$ cat src/rtl/icd_pkg.sv
package icd_pkg;
  localparam int unsigned INSTR_W = 32;
  localparam int unsigned OPC_W   = 6;
  localparam int unsigned FN_W    = 6;
  localparam int unsigned REG_W   = 5;
  localparam int unsigned OPC_LSB = INSTR_W - OPC_W;
  localparam int unsigned RS_LSB  = OPC_LSB - REG_W;

  // opcode values (decode depends on them)
  localparam logic [OPC_W-1:0] OPC_SPECIAL = 6'h00;
  localparam logic [OPC_W-1:0] OPC_J       = 6'h02;
  localparam logic [OPC_W-1:0] OPC_JAL     = 6'h03;
  localparam logic [OPC_W-1:0] OPC_BEQ     = 6'h04;
  localparam logic [OPC_W-1:0] OPC_BNE     = 6'h05;
  localparam logic [OPC_W-1:0] OPC_ADDI    = 6'h08;
  localparam logic [OPC_W-1:0] OPC_ADDIU   = 6'h09;
  localparam logic [OPC_W-1:0] OPC_SLTI    = 6'h0A;
  localparam logic [OPC_W-1:0] OPC_ANDI    = 6'h0C;
  localparam logic [OPC_W-1:0] OPC_ORI     = 6'h0D;
  localparam logic [OPC_W-1:0] OPC_COP0    = 6'h10;
  localparam logic [OPC_W-1:0] OPC_LW      = 6'h23;
  localparam logic [OPC_W-1:0] OPC_SW      = 6'h2B;

  // funct values under OPC_SPECIAL
  localparam logic [FN_W-1:0] FN_SLL  = 6'h00;
  localparam logic [FN_W-1:0] FN_SRL  = 6'h02;
  localparam logic [FN_W-1:0] FN_SRA  = 6'h03;
  localparam logic [FN_W-1:0] FN_JR   = 6'h08;
  localparam logic [FN_W-1:0] FN_SYS  = 6'h0C;
  localparam logic [FN_W-1:0] FN_ADD  = 6'h20;
  localparam logic [FN_W-1:0] FN_ADDU = 6'h21;
  localparam logic [FN_W-1:0] FN_SUB  = 6'h22;
  localparam logic [FN_W-1:0] FN_AND  = 6'h24;
  localparam logic [FN_W-1:0] FN_OR   = 6'h25;
  localparam logic [FN_W-1:0] FN_NOR  = 6'h27;
  localparam logic [FN_W-1:0] FN_SLT  = 6'h2A;
  localparam logic [FN_W-1:0] FN_SLTU = 6'h2B;

  // coprocessor-0 forms
  localparam logic [REG_W-1:0] CP_MF   = 5'h00;
  localparam logic [REG_W-1:0] CP_MT   = 5'h04;
  localparam logic [FN_W-1:0]  FN_ERET = 6'h18;

  typedef enum logic [3:0] {
    ALU_ADD  = 4'd0, ALU_SUB = 4'd1, ALU_AND = 4'd2, ALU_OR  = 4'd3,
    ALU_NOR  = 4'd4, ALU_SLT = 4'd5, ALU_SLTU = 4'd6,
    ALU_SLL  = 4'd7, ALU_SRL = 4'd8, ALU_SRA = 4'd9
  } alu_op_e;

  typedef enum logic [1:0] {DST_RT = 2'd0, DST_RD = 2'd1, DST_RA = 2'd2} dst_e;
  typedef enum logic [1:0] {BR_NONE = 2'd0, BR_EQ = 2'd1, BR_NE = 2'd2} br_e;
  typedef enum logic [1:0] {JMP_NONE = 2'd0, JMP_TGT = 2'd1, JMP_REG = 2'd2} jmp_e;

  typedef struct packed {
    alu_op_e alu_op;
    logic    alu_src_imm;
    logic    shamt_src;
    dst_e    reg_dst;
    logic    reg_wr;
    logic    mem_rd;
    logic    mem_wr;
    br_e     branch;
    jmp_e    jump;
    logic    link;
    logic    sign_ext;
    logic    ovf_trap;
    logic    syscall;
    logic    cp0_rd;
    logic    cp0_wr;
    logic    eret;
  } ctrl_t;

  function automatic ctrl_t ctrl_idle();
    ctrl_t c;
    c = '0;
    c.alu_op   = ALU_ADD;
    c.reg_dst  = DST_RT;
    c.branch   = BR_NONE;
    c.jump     = JMP_NONE;
    c.sign_ext = 1'b1;
    return c;
  endfunction

  // register-writing ALU form
  function automatic ctrl_t ctrl_alu(alu_op_e op, dst_e dst, logic imm, logic trap);
    ctrl_t c;
    c = ctrl_idle();
    c.alu_op      = op;
    c.reg_dst     = dst;
    c.reg_wr      = 1'b1;
    c.alu_src_imm = imm;
    c.ovf_trap    = trap;
    return c;
  endfunction

  function automatic logic is_shift_op(alu_op_e op);
    return (op == ALU_SLL) || (op == ALU_SRL) || (op == ALU_SRA);
  endfunction

  function automatic logic is_signed_arith(alu_op_e op);
    return (op == ALU_ADD) || (op == ALU_SUB);
  endfunction
endpackage

$ cat src/rtl/icd_special_dec.sv
module icd_special_dec
  import icd_pkg::*;
(
  input  logic [FN_W-1:0] funct_i,
  output ctrl_t           ctrl_o,
  output logic            hit_o
);
  always_comb begin
    ctrl_o = ctrl_idle();
    hit_o  = 1'b1;
    unique case (funct_i)
      FN_ADD:  ctrl_o = ctrl_alu(ALU_ADD,  DST_RD, 1'b0, 1'b1);
      FN_ADDU: ctrl_o = ctrl_alu(ALU_ADD,  DST_RD, 1'b0, 1'b0);
      FN_SUB:  ctrl_o = ctrl_alu(ALU_SUB,  DST_RD, 1'b0, 1'b1);
      FN_AND:  ctrl_o = ctrl_alu(ALU_AND,  DST_RD, 1'b0, 1'b0);
      FN_OR:   ctrl_o = ctrl_alu(ALU_OR,   DST_RD, 1'b0, 1'b0);
      FN_NOR:  ctrl_o = ctrl_alu(ALU_NOR,  DST_RD, 1'b0, 1'b0);
      FN_SLT:  ctrl_o = ctrl_alu(ALU_SLT,  DST_RD, 1'b0, 1'b0);
      FN_SLTU: ctrl_o = ctrl_alu(ALU_SLTU, DST_RD, 1'b0, 1'b0);
      FN_SLL, FN_SRL, FN_SRA: begin
        ctrl_o = ctrl_alu(funct_i == FN_SLL ? ALU_SLL :
                          funct_i == FN_SRL ? ALU_SRL : ALU_SRA,
                          DST_RD, 1'b0, 1'b0);
        ctrl_o.shamt_src = 1'b1;
      end
      FN_JR:   ctrl_o.jump    = JMP_REG;
      FN_SYS:  ctrl_o.syscall = 1'b1;
      default: hit_o = 1'b0;
    endcase
  end

  // every shift form takes its amount from the shamt field
  always_comb begin
    if (hit_o && is_shift_op(ctrl_o.alu_op))
      AST_SHIFT_AMOUNT: assert (ctrl_o.shamt_src && ctrl_o.reg_dst == DST_RD);
  end
endmodule

$ cat src/rtl/icd_main_dec.sv
module icd_main_dec
  import icd_pkg::*;
(
  input  logic [OPC_W-1:0] opc_i,
  output ctrl_t            ctrl_o,
  output logic             hit_o
);
  always_comb begin
    ctrl_o = ctrl_idle();
    hit_o  = 1'b1;
    unique case (opc_i)
      OPC_ADDI:  ctrl_o = ctrl_alu(ALU_ADD, DST_RT, 1'b1, 1'b1);
      OPC_ADDIU: ctrl_o = ctrl_alu(ALU_ADD, DST_RT, 1'b1, 1'b0);
      OPC_SLTI:  ctrl_o = ctrl_alu(ALU_SLT, DST_RT, 1'b1, 1'b0);
      OPC_ANDI, OPC_ORI: begin
        ctrl_o = ctrl_alu(opc_i == OPC_ANDI ? ALU_AND : ALU_OR, DST_RT, 1'b1, 1'b0);
        ctrl_o.sign_ext = 1'b0;
      end
      OPC_LW: begin
        ctrl_o = ctrl_alu(ALU_ADD, DST_RT, 1'b1, 1'b0);
        ctrl_o.mem_rd = 1'b1;
      end
      OPC_SW: begin
        ctrl_o.alu_src_imm = 1'b1;
        ctrl_o.mem_wr      = 1'b1;
      end
      OPC_BEQ, OPC_BNE: begin
        ctrl_o.alu_op = ALU_SUB;
        ctrl_o.branch = (opc_i == OPC_BEQ) ? BR_EQ : BR_NE;
      end
      OPC_J:   ctrl_o.jump = JMP_TGT;
      OPC_JAL: begin
        ctrl_o.jump    = JMP_TGT;
        ctrl_o.link    = 1'b1;
        ctrl_o.reg_wr  = 1'b1;
        ctrl_o.reg_dst = DST_RA;
      end
      default: hit_o = 1'b0;
    endcase
  end

  // zero extension only ever pairs with an immediate logic operation
  always_comb begin
    if (hit_o && !ctrl_o.sign_ext)
      AST_ZERO_EXT_LOGIC: assert (ctrl_o.alu_src_imm && (ctrl_o.alu_op == ALU_AND || ctrl_o.alu_op == ALU_OR));
  end
endmodule

$ cat src/rtl/icd_cop0_dec.sv
module icd_cop0_dec
  import icd_pkg::*;
(
  input  logic [REG_W-1:0] rs_i,
  input  logic [FN_W-1:0]  funct_i,
  output ctrl_t            ctrl_o,
  output logic             hit_o
);
  logic is_mf, is_mt, is_ret;

  assign is_mf  = (rs_i == CP_MF);
  assign is_mt  = (rs_i == CP_MT);
  assign is_ret = rs_i[REG_W-1] && (funct_i == FN_ERET);

  always_comb begin
    ctrl_o = ctrl_idle();
    hit_o  = is_mf || is_mt || is_ret;
    if (is_mf) begin
      ctrl_o.cp0_rd  = 1'b1;
      ctrl_o.reg_wr  = 1'b1;
      ctrl_o.reg_dst = DST_RT;
    end
    if (is_mt)  ctrl_o.cp0_wr = 1'b1;
    if (is_ret) ctrl_o.eret   = 1'b1;
  end

  // the three coprocessor forms are mutually exclusive
  always_comb begin
    AST_COP0_FORM: assert ($onehot0({is_mf, is_mt, is_ret}));
  end
endmodule

$ cat src/rtl/insn_ctrl_decode.sv
module insn_ctrl_decode
  import icd_pkg::*;
(
  input  logic [31:0] instr_i,
  output logic [3:0]  alu_op_o,
  output logic        alu_src_imm_o,
  output logic        shamt_src_o,
  output logic [1:0]  reg_dst_o,
  output logic        reg_wr_o,
  output logic        mem_rd_o,
  output logic        mem_wr_o,
  output logic [1:0]  branch_o,
  output logic [1:0]  jump_o,
  output logic        link_o,
  output logic        sign_ext_o,
  output logic        ovf_trap_o,
  output logic        syscall_o,
  output logic        cp0_rd_o,
  output logic        cp0_wr_o,
  output logic        eret_o,
  output logic        illegal_o
);
  logic [OPC_W-1:0] opc;
  logic [REG_W-1:0] rs;
  logic [FN_W-1:0]  funct;
  logic             unused_fields;

  assign opc           = instr_i[INSTR_W-1:OPC_LSB];
  assign rs            = instr_i[OPC_LSB-1:RS_LSB];
  assign funct         = instr_i[FN_W-1:0];
  assign unused_fields = ^instr_i[RS_LSB-1:FN_W];

  ctrl_t sp_ctrl, mn_ctrl, c0_ctrl, sel_ctrl, out_ctrl;
  logic  sp_hit, mn_hit, c0_hit, sel_hit;

  icd_special_dec u_special (.funct_i(funct), .ctrl_o(sp_ctrl), .hit_o(sp_hit));
  icd_main_dec    u_main    (.opc_i(opc), .ctrl_o(mn_ctrl), .hit_o(mn_hit));
  icd_cop0_dec    u_cop0    (.rs_i(rs), .funct_i(funct), .ctrl_o(c0_ctrl), .hit_o(c0_hit));

  always_comb begin
    if (opc == OPC_SPECIAL) begin
      sel_ctrl = sp_ctrl; sel_hit = sp_hit;
    end else if (opc == OPC_COP0) begin
      sel_ctrl = c0_ctrl; sel_hit = c0_hit;
    end else begin
      sel_ctrl = mn_ctrl; sel_hit = mn_hit;
    end
    out_ctrl = sel_hit ? sel_ctrl : ctrl_idle();
  end

  assign illegal_o     = !sel_hit;
  assign alu_op_o      = out_ctrl.alu_op;
  assign alu_src_imm_o = out_ctrl.alu_src_imm;
  assign shamt_src_o   = out_ctrl.shamt_src;
  assign reg_dst_o     = out_ctrl.reg_dst;
  assign reg_wr_o      = out_ctrl.reg_wr;
  assign mem_rd_o      = out_ctrl.mem_rd;
  assign mem_wr_o      = out_ctrl.mem_wr;
  assign branch_o      = out_ctrl.branch;
  assign jump_o        = out_ctrl.jump;
  assign link_o        = out_ctrl.link;
  assign sign_ext_o    = out_ctrl.sign_ext;
  assign ovf_trap_o    = out_ctrl.ovf_trap;
  assign syscall_o     = out_ctrl.syscall;
  assign cp0_rd_o      = out_ctrl.cp0_rd;
  assign cp0_wr_o      = out_ctrl.cp0_wr;
  assign eret_o        = out_ctrl.eret;

  always_comb begin
    if (illegal_o)
      AST_ILLEGAL_QUIET: assert (!reg_wr_o && !mem_wr_o && !mem_rd_o && !cp0_wr_o && branch_o == 2'd0 && jump_o == 2'd0 && !syscall_o && !eret_o && !ovf_trap_o);
    AST_ONE_EFFECT: assert ($onehot0({mem_rd_o, mem_wr_o, branch_o != 2'd0, jump_o != 2'd0, syscall_o, cp0_rd_o, cp0_wr_o, eret_o}));
    if (link_o)
      AST_LINK_RA: assert (reg_dst_o == 2'd2 && reg_wr_o && jump_o == 2'd1);
    if (mem_wr_o)
      AST_STORE_NO_WB: assert (!reg_wr_o && alu_src_imm_o);
    if (ovf_trap_o)
      AST_TRAP_ARITH: assert (is_signed_arith(alu_op_e'(alu_op_o)) && reg_wr_o && !illegal_o);
  end
endmodule

$ cat config.mk
export PLATFORM = sky130hd
export DESIGN_NAME = insn_ctrl_decode
export DESIGN_NICKNAME = d
export VERILOG_FILES = /design/src/rtl/icd_pkg.sv /design/src/rtl/icd_special_dec.sv /design/src/rtl/icd_main_dec.sv /design/src/rtl/icd_cop0_dec.sv /design/src/rtl/insn_ctrl_decode.sv
export SDC_FILE = /design/constraint.sdc
export NUM_CORES = 1
export LEC_CHECK = 0
export BUFFER_PORTS_ARGS = -buffer_cell sky130_fd_sc_hd__buf_2
export CORE_MARGIN = 2
export CORE_UTILIZATION = 35
export DETAILED_ROUTE_END_ITERATION = 10
export GPL_TIMING_DRIVEN = 1
export PLACE_DENSITY_LB_ADDON = 0.3
export SETUP_SLACK_MARGIN = 0.4
export SYNTH_ARGS = -nofsm -noshare
export SYNTH_HDL_FRONTEND = slang
export SYNTH_SLANG_ARGS = --single-unit
$ cat constraint.sdc
create_clock -name vclk -period 2.3
set_clock_uncertainty 0.15 [all_clocks]
set_input_delay 0.46 -clock vclk [all_inputs]
set_output_delay 0.46 -clock vclk [all_outputs]
set_load 0.02 [all_outputs]
; ---- Yosys cells after proc, flatten, opt, wreduce, memory -nomap -nowiden
; Cells that the tools add are included.
[word_totals]
input_bits = 32
regBits = 0
wordCells = 71
[classes]
muxes = 28
n_eq_ne = 26
n_reduce_logical = 17
[op_table]
columns = cell, count
row1 = $pmux W13 S8, 1
row2 = $mux W22, 3
row3 = $eq A6 B6 Y1 const B, 10
row4 = $eq A6 B4 Y1 const B, 7
row5 = $eq A6 B2 Y1 const B, 4
row6 = $mux W1, 17
row7 = $reduce_or A13 Y1, 1
row8 = $eq A6 B3 Y1 const B, 2
row9 = $eq A6 B5 Y1 const B, 2
row10 = $logic_not A6 Y1, 2
row11 = $pmux W4 S3, 1
row12 = $pmux W6 S2, 1
row13 = $reduce_or A11 Y1, 1
row14 = $reduce_or A2 Y1, 5
row15 = $reduce_or A7 Y1, 1
row16 = $mux W2, 3
row17 = $pmux W3 S2, 1
row18 = $reduce_or A6 Y1, 1
row19 = $eq A5 B3 Y1 const B, 1
row20 = $logic_not A5 Y1, 1
row21 = $mux W4, 1
row22 = $reduce_or A3 Y1, 1
row23 = $logic_or A1 B1 Y1, 2
row24 = $logic_and A1 B1 Y1, 1
row25 = $logic_not A1 Y1, 1

; ---- Depth between registers and ports, before layout
; Gate-level depths: netlist (run 1).
[logic_depth]
word_depth = 6
mapped_depth = 5
mapped_depth_nobuf = 4

; ---- By module
; Synthesis (run 1) repeated with hierarchy kept, for this count alone.
[hier_totals]
hier_cells = 233
area_unflattened_um2 = 1662.8
[modules_own_cells]
columns = module, instances, cells_per_inst, area_each_um2
row1 = insn_ctrl_decode, 1, 101, 759.5
row2 = icd_special_dec, 1, 56, 391.6
row3 = icd_main_dec, 1, 45, 292.8
row4 = icd_cop0_dec, 1, 31, 219.0

; ---- Worst setup path before layout (run 1)
; Ideal clock, no wire load.
[synth_path]
kind = input-to-output
start = in instr_i[27]
end = out cp0_rd_o
n_path_buf = 1
arrival_time_ps = 2075
cell_stages = 4
path_slack_ps = -385
path_cell_list = buf_6 -> or4_4 -> or3b_4 -> nor3_1
[synth_via]
elab_chain_len = 6
[synth_lines]
columns = element, line_no
row1 = "start, declared", insn_ctrl_decode.sv:4  ; input logic [31:0] instr_i,
row2 = "$eq A6 B2 Y1, or another cell as far along", icd_main_dec.sv:11  ; unique case (opc_i)
row3 = $reduce_or A11 Y1 (no line), -
row4 = $mux W1, icd_main_dec.sv:11
row5 = $mux W1, insn_ctrl_decode.sv:43  ; end else if (opc == OPC_COP0) begin
row6 = $mux W1, insn_ctrl_decode.sv:41  ; if (opc == OPC_SPECIAL) begin
row7 = $mux W22 *, insn_ctrl_decode.sv:48  ; out_ctrl = sel_hit ? sel_ctrl : ctrl_idle();
row8 = "end, declared", insn_ctrl_decode.sv:18  ; output logic cp0_rd_o,
; Mark *: on every way between the ends. The rest lies on a longest branch, timed or not.

; ---- Worst setup path in the final report (run 1)
[layout_path]
start = in instr_i[27]
end = out illegal_o
[layout_via]
elab_chain_len = 6
[layout_lines]
columns = element, line_no
row1 = "$eq A6 B2 Y1, or another cell as far along", icd_main_dec.sv:11
row2 = $reduce_or A11 Y1 (no line), -
row3 = $mux W1, icd_main_dec.sv:11
row4 = $mux W1, insn_ctrl_decode.sv:43
row5 = $mux W1 *, insn_ctrl_decode.sv:41
row6 = $logic_not A1 Y1 *, insn_ctrl_decode.sv:51  ; assign illegal_o = !sel_hit;
row7 = "end, declared", insn_ctrl_decode.sv:21  ; output logic illegal_o
; Marks and branches as above.

==> results of run 1 <==
==> cells by family after synthesis <==
family                 synth area share
buffers and inverters            0.0968
and+or+nand+nor                   0.647
AOI/OAI and AO/OA                 0.256
==> worst max-delay path: cells and delay by family <==
kind                   cells  cell delay [ns]
AOI/OAI and AO/OA          1             0.18
buffers and inverters      2             0.22
and+or+nand+nor            3             1.17
==> timing repair <==
action                                  in CTS  in global routing
setup buffers                                5                  6
endpoints found under the setup margin      21                 21
resized for setup                           45                 30
pin swaps                                   14                  8
==> cell usage after synthesis, types with 3 or more instances <==
master     n  share of area
nor3b_1    3          0.036
nor4_1     5          0.050
a21oi_1    5          0.040
clkbuf_1   7          0.042
o21ai_0    4          0.032
nand3_1    3          0.024
nor2_1    10          0.060
nor3_1     8          0.065
nand2_1    5          0.030
o22ai_1    3          0.030
and3_1     5          0.050
nand2b_1   6          0.060
==> power breakdown <==
group	leakage (nW)	switching [mW]	internal (mW)
clock network	0	0	0
logic	0.609	0.102	0.0857
registers	0	0	0
total	0.609	0.102	0.0857
==> layer usage <==
layer,share of wire,global-route usage,vias to the layer above
li1,-,-,513
met1,0.40,0.291,523
met2,0.54,0.428,45
met3,0.053,0,4
met4,0.0087,0.0343,0
met5,0,0,-
==> area by class of cell <==
type | count | area share
Inverter | 2 | 0.00528
Tap cell | 17 | 0.0150
Timing Repair Buffer | 73 | 0.430
Multi-Input combinational cell | 88 | 0.549
==> worst max path at each step <==
stage | startpoint | endpoint | cells after the start | slack [ns]
2_1_floorplan | instr_i[27] | syscall_o | 5 | -0.20
4_1_cts | instr_i[27] | illegal_o | 6 | -0.30
3_3_place_gp | instr_i[28] | syscall_o | 6 | -0.42
3_5_place_dp | instr_i[28] | syscall_o | 6 | -0.44
6_report | instr_i[27] | illegal_o | 6 | -0.35
5_1_grt | instr_i[27] | illegal_o | 6 | -0.38
==> flow_summary_export.csv, run 1 <==
group,metric,value,unit
run,drv_cap,0,
global_routing,grt.overflow.total,0,
route,drt_pass1_iterations,4,
finish,drive_gt1_frac,0.669,
sta,finalHoldWorstSlack,1.07,ns
sta,finalMaxSlewViolations,0,
sta,final-hold-violation-count,0,
route,route.detailed.drc,0,
finish,multi_input_area,781,µm²
floorplan,chipWidth,46.1,µm
status,violations,"setup timing",
sta,max_clock_freq,378,MHz
worst_hold_path,hold_depth,3,
global_routing,antenna_found_initial,0,
critical_path,path_cells,"buf_6, or4_4, or3b_4, nor3_2, o21a_1, buf_6",
yosys,synth_warnings,0,
finish,fin_util,0.841,
finish,fin_cells,180,
place,place.gp.congestion,0.772,
sta,rsz0062_at_grt,"yes",
floorplan,core-area,0.00169,mm²
finish,antenna_cells,0,
global_routing,grt_pass1_wl,3770,µm
finish,areaGrowthSynthToFinish,129,%
critical_path,crit_path_frequent_cell,"buf_6",
route,drt-total-wl,3120,µm
yosys,synth_area,621,µm²
yosys,syn_avg_cell_area,6.21,µm²
clock_tree,cts_hold_buf,0,
critical_path,worstPathRequired,1.69,ns
place,dp_cells,169,
finish,layout_commonest_cell,"buf_4",
finish,nNetsFinal,197,
finish,fin_area,0.00142,mm²
sta,setup_viol_count_final,14,
power_and_ir_drop,cellLeakagePower,0.609,nW
floorplan,rows,15,
finish,fillers,93,
floorplan,start_util,0.367,
critical_path,start_kind,"input pin",
route,wire_per_inst,17.3,µm
global_routing,grt_max_degree,15,
yosys,yosysSeqAreaShare,0,
power_and_ir_drop,pwr_density_cell,132,mW/mm²
place,dp_slack,-0.436,ns
critical_path,end_kind,"output pin",
place,placed_area,0.00106,mm²
sta,min_period_over_period,1.15,
route,vias_per_cell,6.03,
critical_path,slowest_stage,"or4_4",
place,hpwl,1680,µm
place,port-buffer-count,40,
global_routing,grt_pass1_vias,909,
global_routing,grt_use_total,0.227,
worst_hold_path,hp-class,"in -> out",
finish,nClkBuffers,0,
critical_path,cp.arrival,2.04,ns
status,status,"complete, but fails checks",
worst_hold_path,min-delay-start,"instr_i[23]",
floorplan,die_h,46.1,µm
route,antenna_left,0,
sta,slew_headroom,0.689,
floorplan,dieArea,0.00213,mm²
yosys,syn_nets,132,
critical_path,crit_fanout,4,
sta,setup_tns,-3.30,ns
route,drt-initial-drc-count,33,
floorplan,io_pins,55,
yosys,ys_types,39,
power_and_ir_drop,finalPower,188,µW
sta,worst_slack,-0.346,ns
worst_hold_path,min_delay_worst_endpoint,"cp0_rd_o",
sta,tightest_slew,0.464,ns
power_and_ir_drop,peakVddDrop,96.5,µV
finish,seq_area,0,µm²
critical_path,worstSetupPathType,"in -> out",
sta,finalCriticalPeriod,2.65,ns
critical_path,max_stage_delay,0.57,ns
finish,nFlopsAndLatches,0,
yosys,synthCells,100,
route,vias,1085,
finish,most-common-layout-cells,"32 x buf_4, 25 x buf_6, 15 x buf_2",
Power figures use the tool's default switching activity.
==> inputs of run 2 (changes only) <==
Settings changed: SYNTH_HIERARCHICAL from default to 1.
==> flow_summary_export.csv, run 2 <==
group,metric,value,unit
status,status,"complete, but fails checks",
status,violations,"setup timing",
yosys,synth_warnings,6,
place,place.gp.congestion,0.788,
finish,nFlopsAndLatches,0,
sta,rsz0062_at_grt,"yes",
yosys,synth.largest_area_cell,"buf_4",
route,drt_pass1_iterations,4,
worst_hold_path,min-delay-start,"instr_i[29]",
worst_hold_path,hold_depth,6,
floorplan,rows,25,
critical_path,worstSetupEndpoint,"reg_dst_o[0]",
global_routing,grt_pass1_vias,1662,
critical_path,cp.arrival,1.95,ns
yosys,synth_area,0.00166,mm²
route,wire_per_inst,12.1,µm
place,placed_area,0.00237,mm²
critical_path,start_kind,"input pin",
yosys,synthCells,233,
route,top_layer,"met4",
sta,max_clock_freq,391,MHz
sta,worst_slack,-0.261,ns
worst_hold_path,hp-class,"in -> out",
finish,multi_input_area,0.00177,mm²
route,wl_met2,2380,µm
route,wl_met3,72,µm
route,m1WireLength,1810,µm
power_and_ir_drop,cellLeakagePower,1.25,nW
floorplan,io_pins,55,
finish,fillers,422,
route,route.detailed.drc,0,
yosys,synth_common_cells,"50 x nand2_1, 47 x buf_4, 23 x mux2_2, 23 x mux2i_1, 8 x nor3_1",
clock_tree,cts_hold_buf,0,
floorplan,core-area,0.00466,mm²
floorplan,die_h,72.9,µm
power_and_ir_drop,p_clk_frac,0,
route,drt-initial-drc-count,71,
power_and_ir_drop,peakVddDrop,81.3,µV
power_and_ir_drop,seqPwrFrac,0,
finish,nClkBuffers,0,
critical_path,crit_fanout,8,
sta,min_period_over_period,1.11,
critical_path,path_cells,"buf_8, or3_4, a31oi_1, o31a_1, mux2_4, nand2_2, mux2i_4, buf_6",
place,port-buffer-count,40,
sta,final-hold-violation-count,0,
finish,areaGrowthSynthToFinish,66.8,%
yosys,syn_avg_cell_area,7.14,µm²
global_routing,grt_use_total,0.165,
yosys,synth_top_area_share,0.212,
power_and_ir_drop,finalPower,363,µW
global_routing,grt_max_degree,11,
yosys,synthTopCellsByArea,"buf_4 21%, mux2_2 16%, mux2i_1 14%",
critical_path,max_stage_delay,0.39,ns
yosys,ys_types,47,
critical_path,end_kind,"output pin",
route,vias_per_cell,4.66,
power_and_ir_drop,intPower,189,µW
route,drt-total-wl,4320,µm
power_and_ir_drop,p_sw_frac,0.479,
power_and_ir_drop,power.switching,174,µW
place,hpwl,3140,µm
sta,finalMaxSlewViolations,0,
global_routing,grt_pass1_wl,7320,µm
finish,seq_area,0,µm²
finish,drive_gt1_frac,0.617,
power_and_ir_drop,combPwrFrac,1.000,
yosys,yosysSeqAreaShare,0,
global_routing,grt.overflow.total,0,
floorplan,dieArea,0.00532,mm²
finish,fin_area,0.00277,mm²
floorplan,chipWidth,72.9,µm
critical_path,worstPathRequired,1.69,ns
global_routing,antenna_found_initial,0,
sta,setup_viol_count_final,23,
critical_path,worstSetupPathType,"in -> out",
run,drv_cap,0,
finish,fin_util,0.595,
yosys,synth_most_common_cell,"nand2_1",
route,vias,1663,
power_and_ir_drop,pwr_density_cell,131,mW/mm²
floorplan,start_util,0.357,
critical_path,crit_start,"instr_i[1]",
finish,nNetsFinal,337,
sta,finalCriticalPeriod,2.56,ns
finish,layout_commonest_cell,"buf_4",
finish,antenna_cells,0,
finish,most-common-layout-cells,"47 x buf_4, 38 x conb_1, 32 x buf_6",
critical_path,slowest_stage,"or3_4",
route,antenna_left,0,
[run 2: changes by cell type after synthesis, moves of 3 or more]
cell / delta
nor4_1: -4
mux2i_1: +23
conb_1: +5
buf_4: +45
buf_2: +7
nand4b_1: +3
a211o_1: +3
mux2_2: +23
nand2_1: +45
o21ai_0: -3
nor2_1: -5
nand2b_1: -3
clkbuf_1: -4
[run 2: routing by layer]
layer,global-route usage,vias to the layer above
met5,0,-
li1,-,863
met1,0.203,778
met3,0.00552,4
met4,0.0165,0
met2,0.326,18
[run 2: cell type report]
type,instances,share of cell area
inverter,3,0.00406
multi-input combinational,201,0.637
timing repair buffer,99,0.335
tap,54,0.0244
[run 2: worst min-delay path by stage]
stage,slack (ns),end
3_3_place_gp,1.34,branch_o[0]
3_5_place_dp,1.35,branch_o[0]
2_1_floorplan,0.95,alu_src_imm_o
4_1_cts,1.26,branch_o[0]
6_report,1.25,branch_o[0]
5_1_grt,1.27,branch_o[0]
[run 2: power by group through the flow]
stage	clock network [mW]	registers, mW	logic (mW)
final	0	0	0.363
after global placement	0	0	0.294
after floorplan	0	0	0.260
after CTS	0	0	0.334
after global routing	0	0	0.393
after detailed placement	0	0	0.298
[run 2: logic make-up after synthesis]
group / count (synthesis) / share of synthesized area
AOI/OAI and AO/OA: 20 / 0.0926
xor gates and xnor gates: 1 / 0.00527
buffers and inverters: 66 / 0.299
muxes: 46 / 0.294
other: 5 / 0.0113
and+or+nand+nor: 95 / 0.297
[run 2: per-stage QoR]
| step | setup slack (ns) | cells | hold WS [ns] | TNS (ns) |
|---|---|---|---|---|
| floorplan | -0.0997 | 266 | 0.954 | -1.63 |
| global placement | -0.348 | 348 | 1.34 | -5.78 |
| detailed placement | -0.360 | 348 | 1.35 | -6.06 |
| CTS | -0.229 | 352 | 1.26 | -4.18 |
| global route | -0.310 | 357 | 1.27 | -5.87 |
| finish | -0.261 | 357 | 1.25 | -4.80 |
[run 2: timing repair]
action	4_1_cts	5_1_grt
gates cloned	1	2
pin swaps	3	3
buffers inserted	3	3
endpoints found under the setup margin	23	23
resized for setup	63	23
[run 2: worst max-delay path, delay by kind of cell]
kind / cells / cell delay (ns)
AND/OR/NAND/NOR: 2 / 0.48
multiplexers: 2 / 0.42
buffers and inverters: 2 / 0.24
AO/OA/AOI/OAI: 2 / 0.35
==> inputs of run 3 (changes only) <==
Settings changed: PLACE_DENSITY_LB_ADDON 0.3 to 0.15.
==> flow_summary_export.csv, run 3 (synthesis gave the netlist of run 2 again) <==
group,metric,value,unit
status,status,"complete, but fails checks",
status,violations,"setup timing",
finish,multi_input_area,0.00181,mm²
critical_path,start_kind,"input pin",
finish,fin_cells,357,
global_routing,grt_use_total,0.149,
floorplan,dieArea,0.00532,mm²
critical_path,worstPathRequired,1.69,ns
place,port-buffer-count,40,
critical_path,crit_fanout,5,
power_and_ir_drop,p_sw_frac,0.478,
route,drt-total-wl,4240,µm
finish,drive_gt1_frac,0.620,
sta,finalHoldWorstSlack,1.30,ns
place,dp_cells,346,
floorplan,die_h,72.9,µm
critical_path,cp.arrival,1.95,ns
finish,layout_commonest_cell,"buf_4",
finish,fillers,411,
power_and_ir_drop,p_clk_frac,0,
global_routing,grt.overflow.total,0,
sta,min_period_over_period,1.11,
global_routing,grt_pass1_wl,6620,µm
route,m1WireLength,1850,µm
sta,finalCriticalPeriod,2.56,ns
worst_hold_path,hp-class,"in -> out",
critical_path,worstSetupPathType,"in -> out",
sta,setup_viol_count_final,23,
finish,most-common-layout-cells,"46 x buf_4, 38 x conb_1, 36 x buf_6",
place,hpwl,3160,µm
place,place.gp.congestion,0.754,
power_and_ir_drop,peakVddDrop,64.2,µV
route,wl_met3,59,µm
route,drt-initial-drc-count,53,
clock_tree,cts_hold_buf,0,
power_and_ir_drop,finalPower,379,µW
route,antenna_left,0,
power_and_ir_drop,intPower,198,µW
finish,areaGrowthSynthToFinish,71.0,%
route,top_layer,"met4",
critical_path,worstSetupEndpoint,"syscall_o",
power_and_ir_drop,combPwrFrac,1.000,
finish,nNetsFinal,337,
route,wire_per_inst,11.9,µm
floorplan,rows,25,
floorplan,io_pins,55,
route,drt_pass1_iterations,4,
power_and_ir_drop,cellLeakagePower,1.32,nW
route,wl_met2,2310,µm
power_and_ir_drop,pwr_density_cell,133,mW/mm²
power_and_ir_drop,seqPwrFrac,0,
floorplan,chipWidth,72.9,µm
global_routing,grt_max_degree,16,
finish,seq_area,0,µm²
finish,nFlopsAndLatches,0,
global_routing,grt_pass1_vias,1505,
finish,antenna_cells,0,
global_routing,antenna_found_initial,0,
sta,max_clock_freq,390,MHz
sta,finalMaxSlewViolations,0,
floorplan,core-area,0.00466,mm²
power_and_ir_drop,power.switching,181,µW
route,vias,1673,
run,drv_cap,0,
sta,final-hold-violation-count,0,
sta,worst_slack,-0.262,ns
critical_path,end_kind,"output pin",
finish,nClkBuffers,0,
floorplan,start_util,0.357,
sta,rsz0062_at_grt,"yes",
route,route.detailed.drc,0,
route,vias_per_cell,4.69,
worst_hold_path,min-delay-start,"instr_i[26]",
critical_path,crit_start,"instr_i[1]",
[run 3: power by group through the flow]
| stage | logic (mW) | registers [mW] | clock network, mW |
|---|---|---|---|
| 2_1_floorplan | 0.260 | 0 | 0 |
| 3_3_place_gp | 0.298 | 0 | 0 |
| 3_5_place_dp | 0.299 | 0 | 0 |
| 4_1_cts | 0.333 | 0 | 0 |
| 5_1_grt | 0.408 | 0 | 0 |
| 6_report | 0.379 | 0 | 0 |
[run 3: worst min path at each step]
stage / to / cells past startpoint
floorplan: alu_src_imm_o / 3
global placement: alu_src_imm_o / 5
detailed placement: alu_src_imm_o / 5
CTS: branch_o[0] / 6
global route: branch_o[0] / 6
finish: branch_o[0] / 6
[run 3: repair_timing]
action / 4_1_cts / 5_1_grt
resized for setup: 64 / 38
pin swaps: 3 / 4
gates cloned: 0 / 1
setup buffers: 5 / 5
endpoints found under the setup margin: 23 / 23
[run 3: through the flow]
| stage | area (µm²) | worst slack, ns | utilization | TNS [ns] |
|---|---|---|---|---|
| 2_1_floorplan | 2200 | -0.0997 | - | -1.63 |
| 3_5_place_dp | 2350 | -0.333 | 0.505 | -5.44 |
| 4_1_cts | 2610 | -0.251 | 0.560 | -4.53 |
| 6_report | 2840 | -0.262 | 0.610 | -4.03 |
| 5_1_grt | 2840 | -0.312 | 0.610 | -5.13 |
| 3_3_place_gp | 2350 | -0.321 | 0.505 | -5.59 |
[run 3: layer usage]
layer,GRT usage,up-vias
li1,-,863
met1,0.203,789
met2,0.275,19
met3,0.00276,2
met4,0.00823,0
met5,0,-
[run 3: final cells by class]
cell class / instances / area share
tap: 54 / 0.0238
inverter: 3 / 0.00396
multi-input combinational: 200 / 0.636
timing repair buffer: 100 / 0.336
[run 3: worst max-delay path, stage by stage]
cell       delay [ns]
buf_12           0.10
or3_4            0.38
a31oi_1          0.14
o31a_1           0.15
mux2_4           0.20
clkbuf_16        0.17
nand2_2          0.06
mux2i_4          0.14
buf_6            0.14
